==> src/rtl/serr_flag_regs.sv <==
module serr_flag_regs #(
  parameter int W           = 16,
  parameter bit HAS_FRAMING = 1'b1
) (
  input  logic         clk,
  input  logic         rst_n,
  input  logic         reg_sel,
  input  logic         wr_en,
  input  logic [1:0]   byte_en,
  input  logic [W-1:0] wdata,
  output logic [W-1:0] rdata,
  input  logic         ovr_det,
  input  logic         par_det,
  input  logic         frm_det,
  output logic [2:0]   err_flags
);
  localparam int NF = 3;

  logic [NF-1:0] flags_q, det, clr;
  logic          trig_wr;
  logic          unused_bits;

  assign trig_wr = wr_en & reg_sel & byte_en[0];
  assign clr     = trig_wr ? wdata[NF-1:0] : '0;
  assign det     = {frm_det & HAS_FRAMING, par_det, ovr_det};

  always_ff @(posedge clk) begin
    if (!rst_n) flags_q <= '0;
    else        flags_q <= det | (flags_q & ~clr);
  end

  assign rdata       = reg_sel ? '0 : {{(W-NF){1'b0}}, flags_q};
  assign err_flags   = flags_q;
  assign unused_bits = ^{byte_en[1], wdata[W-1:NF]};
endmodule


==> config.mk <==
export PLATFORM = sky130hd
export DESIGN_NAME = serr_flag_regs
export DESIGN_NICKNAME = d
export VERILOG_FILES = /design/src/rtl/serr_flag_regs.sv
export SDC_FILE = /design/constraint.sdc
export NUM_CORES = 1
export LEC_CHECK = 0
export BUFFER_PORTS_ARGS = -buffer_cell sky130_fd_sc_hd__buf_2
export CAP_MARGIN = 20
export CORE_AREA = 5 5 42 44
export CTS_CLUSTER_SIZE = 14
export DETAILED_ROUTE_END_ITERATION = 10
export DIE_AREA = 0 0 47 49
export GPL_TIMING_DRIVEN = 1
export PLACE_DENSITY = 0.6
export SLEW_MARGIN = 0
export SYNTH_ARGS = -nofsm -noshare
export SYNTH_HDL_FRONTEND = slang
export SYNTH_SLANG_ARGS = --single-unit
==> constraint.sdc <==
create_clock -name clk -period 0.8 [get_ports clk]
set_input_delay 0.12 -clock clk [delete_from_list [all_inputs] [get_ports clk]]
set_output_delay 0.12 -clock clk [all_outputs]
set_load 0.01 [all_outputs]
Yosys cells after proc, flatten, opt, wreduce, memory -nomap -nowiden
Index checks and enable logic that the tools add are counted.

cells by class
  reduce and logical (&&, ||, !) cells = 0
  add/sub/neg operators = 0
  multiplexer cells = 2
  shifts and indexed selects = 0
  order comparisons = 0
  equal/unequal tests = 0
  multiply operators = 0
  bitwise operators = 5
  div/mod/pow operators = 0

operators with widths
  kind               number
  3-bit two-way mux  2
  3-bit AND          1
  3-bit inverter     1
  3-bit bitwise OR   1
  1-bit AND          2

storage, ports and cells
  flip-flop bits (word level) = 3
  RAM bits = 0
  latch bits = 0
  output and inout bits = 19
  memory bits (read-only) = 0
  memories kept = 0
  word-level logic and storage cells = 8
  input port bits = 25

Logic depth before layout (Yosys ltp)
  depth in word-level cells = 6
  gate-level depth with buffers = 2
  gate-level depth less buffers = 2

Worst setup path after synthesis
OpenSTA, ideal clock, no wires.

  path kind = register to output
  start = register flags_q[0], in the netlist err_flags[0]
  end = output port rdata[0]
  stages on the path, launching flop included = 2
  data required time = 680 ps
  data arrival time = 538 ps
  path buffers = 0
  slack = 142 ps
  cells stage by stage = dfxtp_1 and2b_2

on the way
  cells in the longest elaborated chain, start to end = 1

RTL lines
  what                    line  text
  from (decl)             19    logic [NF-1:0] flags_q, det, clr;
  from (signal assigned)  29    else flags_q <= det | (flags_q & ~clr);
  3-bit two-way mux       32    assign rdata = reg_sel ? '0 : {{(W-NF){1'b0}}, flags_q};
  to (decl)               11    output logic [W-1:0] rdata,

Every way passes these cells.

Worst setup path in the final report
  start = register flags_q[1], in the netlist err_flags[1]
  end = output port rdata[1]

Same word-level chain as after synthesis.

==> impl_metrics.py <==
metrics = {
    "timing": {
        "setup_viol": 6,
        "setup_tns_ns": -0.801,
        "rsz0062_at_grt": "true",
        "drv_slew": 0,
        "period_needed_ns": 0.977,
        "hold_viol_final": 0,
        "post-route-period-util_pct": 122,
        "max_clock_freq_ghz": 1.02,
        "fin_skew_ns": 0,
        "final.setup.worst_slack_ns": -0.177,
        "hold_slack_ns": 0.0599,
    },
    "cts": {
        "cts_tree": "done",
        "cts.path.max_buffers": 2,
        "clock-sinks": 3,
        "cts_max_level": 1,
        "cts_made_buffers": 3,
        "clk_pin_slew_worst_paths_ns": 0.04,
        "cts_hold_buf": 0,
        "clock_latency_ns": 0.24,
        "root_buffer": "clkbuf_4",
    },
    "detailed_routing": {
        "drt-pass1-iter-count": 2,
        "vias": 238,
        "initialDrtViolationCount": 1,
        "routedWlPerCell_um": 9.88,
        "viasPerCell": 3.50,
        "ant_nets": 0,
        "drt-total-wl_um": 672,
        "drcViolationCount": 0,
    },
    "logic_synthesis": {
        "async_flop_share_pct": 0,
        "yosysWarnings": 0,
        "synth.avg_cell_area_sq_um": 8.13,
        "synth_top_cell_by_area": "buf_4",
        "synth.distinct_cells": 8,
        "syn-cell-area_sq_um": 244,
        "synth-main-ff-cell": "dfxtp_1",
        "synth-edff-count": 0,
        "synth_cells": 30,
        "yosys-top-cells-area": "buf_4, dfxtp_1, and2b_2",
        "yosysTopAreaCellShare_pct": 40.0,
        "yosysMostFrequentCell": "buf_4",
        "ys_seq_elements": 3,
        "seq_area_frac_synth_pct": 24.6,
    },
    "floorplan": {
        "coreArea_sq_um": 1400,
        "row_count": 14,
        "die_area_sq_um": 2300,
        "die_h_um": 49,
        "start_util_pct": 17.4,
        "io_pins": 44,
        "fp.dieW_um": 47,
    },
    "power": {
        "sequentialPowerShare_pct": 27.7,
        "combPwrFrac_pct": 26.3,
        "power_density_nw_per_um2": 1590,
        "swShare_pct": 28.8,
        "p_leak_nw": 0.220,
        "pwr-share-clk_pct": 46.0,
        "internal_power_mw": 0.436,
        "p_sw_mw": 0.176,
        "ir_worst_vdd_mv": 0.690,
    },
    "global_routing": {
        "grt_use_total_pct": 7.11,
        "grt_overflow": 0,
        "antenna_found_initial": 0,
        "grt_pass1_wl_mm": 1.08,
        "grt_max_degree": 5,
        "grt_pass1_vias": 269,
    },
    "worst_setup_path": {
        "rrSetupSlack_ns": 0.07,
        "crit_fanout": 2,
        "end_kind": "primary output",
        "required_ns": 0.68,
        "crit_arrival_ns": 0.86,
        "timing.rr.start": "err_flags[0]",
        "reg2reg_depth": 3,
        "critPathLaunchType": "register",
        "critPathKind": "reg2out",
        "reg2reg_to": "err_flags[0]",
    },
    "run_status": {
        "violations": "setup timing",
        "status": "finished with violations",
    },
    "place": {
        "routabilityCongestion": 0.614,
        "dp.cells": 61,
        "io_buffers": 16,
    },
    "worst_hold_path": {
        "min_path_cells": 2,
        "hold_path_end": "err_flags[1]",
        "hp-class": "in2reg",
        "worstHoldStart": "wdata[1]",
    },
    "run": {
        "drv_cap": 0,
    },
    "finish": {
        "syn_to_final_growth_pct": 57.9,
        "nNetsFinal": 78,
        "largest_reg_flops": 3,
        "fill_cells": 159,
        "drive_gt1_share_pct": 55.8,
        "final_cells": 68,
        "diodes": 0,
    },
}
[kinds of logic after synthesis]
kind of cell           after synthesis  synth area share (%)
AOI/OAI and AO/OA                    6                  13.8
buffers and inverters               16                  44.6
DFF                                  3                  24.6
other                                1                  1.54
and+or+nand+nor                      4                  15.4
[worst max-delay path: stages (launching register included)]
cell,delay (ns)
dfxtp_2,0.31
and2b_2,0.19
buf_6,0.11
[cell type report]
cell class / count / area (sq um) / area share [%]
well taps: 16 / 20.0 / 5.19
clock buffers: 4 / 26.3 / 6.82
flip-flops and latches: 3 / 63.8 / 16.6
inverters: 3 / 11.3 / 2.92
multi-input cells: 23 / 120 / 31.2
repair buffers: 19 / 144 / 37.3
[power groups by stage]
stage / sequential [mW] / clock [mW] / combinational [mW]
finish: 0.169 / 0.281 / 0.161
CTS: 0.168 / 0.300 / 0.157
global route: 0.170 / 0.309 / 0.180
floorplan: 0.176 / 0 / 0.103
global placement: 0.170 / 0 / 0.111
detailed placement: 0.171 / 0 / 0.112
[through the flow]
step / setup slack, ns / util (%) / total power [mW] / cell area (sq um)
6_report: -0.177 / 27.5 / 0.611 / 385
3_5_place_dp: 0.0702 / 20.8 / 0.283 / 292
3_3_place_gp: 0.0745 / 20.8 / 0.281 / 292
5_1_grt: -0.207 / 27.5 / 0.659 / 385
2_1_floorplan: 0.142 / - / 0.279 / 289
4_1_cts: -0.182 / 27.2 / 0.625 / 382
[how the worst max path moves through the flow]
stage / startpoint / to / depth (start not counted)
floorplan: err_flags[0] / rdata[0] / 1
global placement: err_flags[1] / rdata[1] / 2
detailed placement: err_flags[0] / rdata[0] / 2
CTS: err_flags[1] / rdata[1] / 2
global route: err_flags[2] / rdata[2] / 2
finish: err_flags[1] / rdata[1] / 2
[layer usage]
metal	part of all wire, %	vias up	GRT usage, %
met5	0	-	0
met4	0	0	5.53
met3	18	0	5.17
met2	48	20	9.73
met1	35	105	7.02
li1	-	113	-
[timing repair]
action | in CTS | in global routing
gates resized for setup | 9 | 4
pin swaps | 0 | 0
setup endpoints to repair | 6 | 9
hold endpoints to repair | 0 | 0
setup buffers | 3 | 0
[layout by cell type (no fill, tap or decap)]
master | netlist | routed
buf_2 | 0 | 10
and2b_2 | 3 | 3
o21ai_1 | 0 | 3
and3_4 | 1 | 1
buf_6 | 0 | 7
buf_4 | 13 | 2
clkbuf_1 | 0 | 1
conb_1 | 1 | 13
clkbuf_4 | 0 | 3
inv_1 | 3 | 3
dfxtp_2 | 0 | 3
a31oi_1 | 3 | 3
Power figures use the tool's default switching activity.
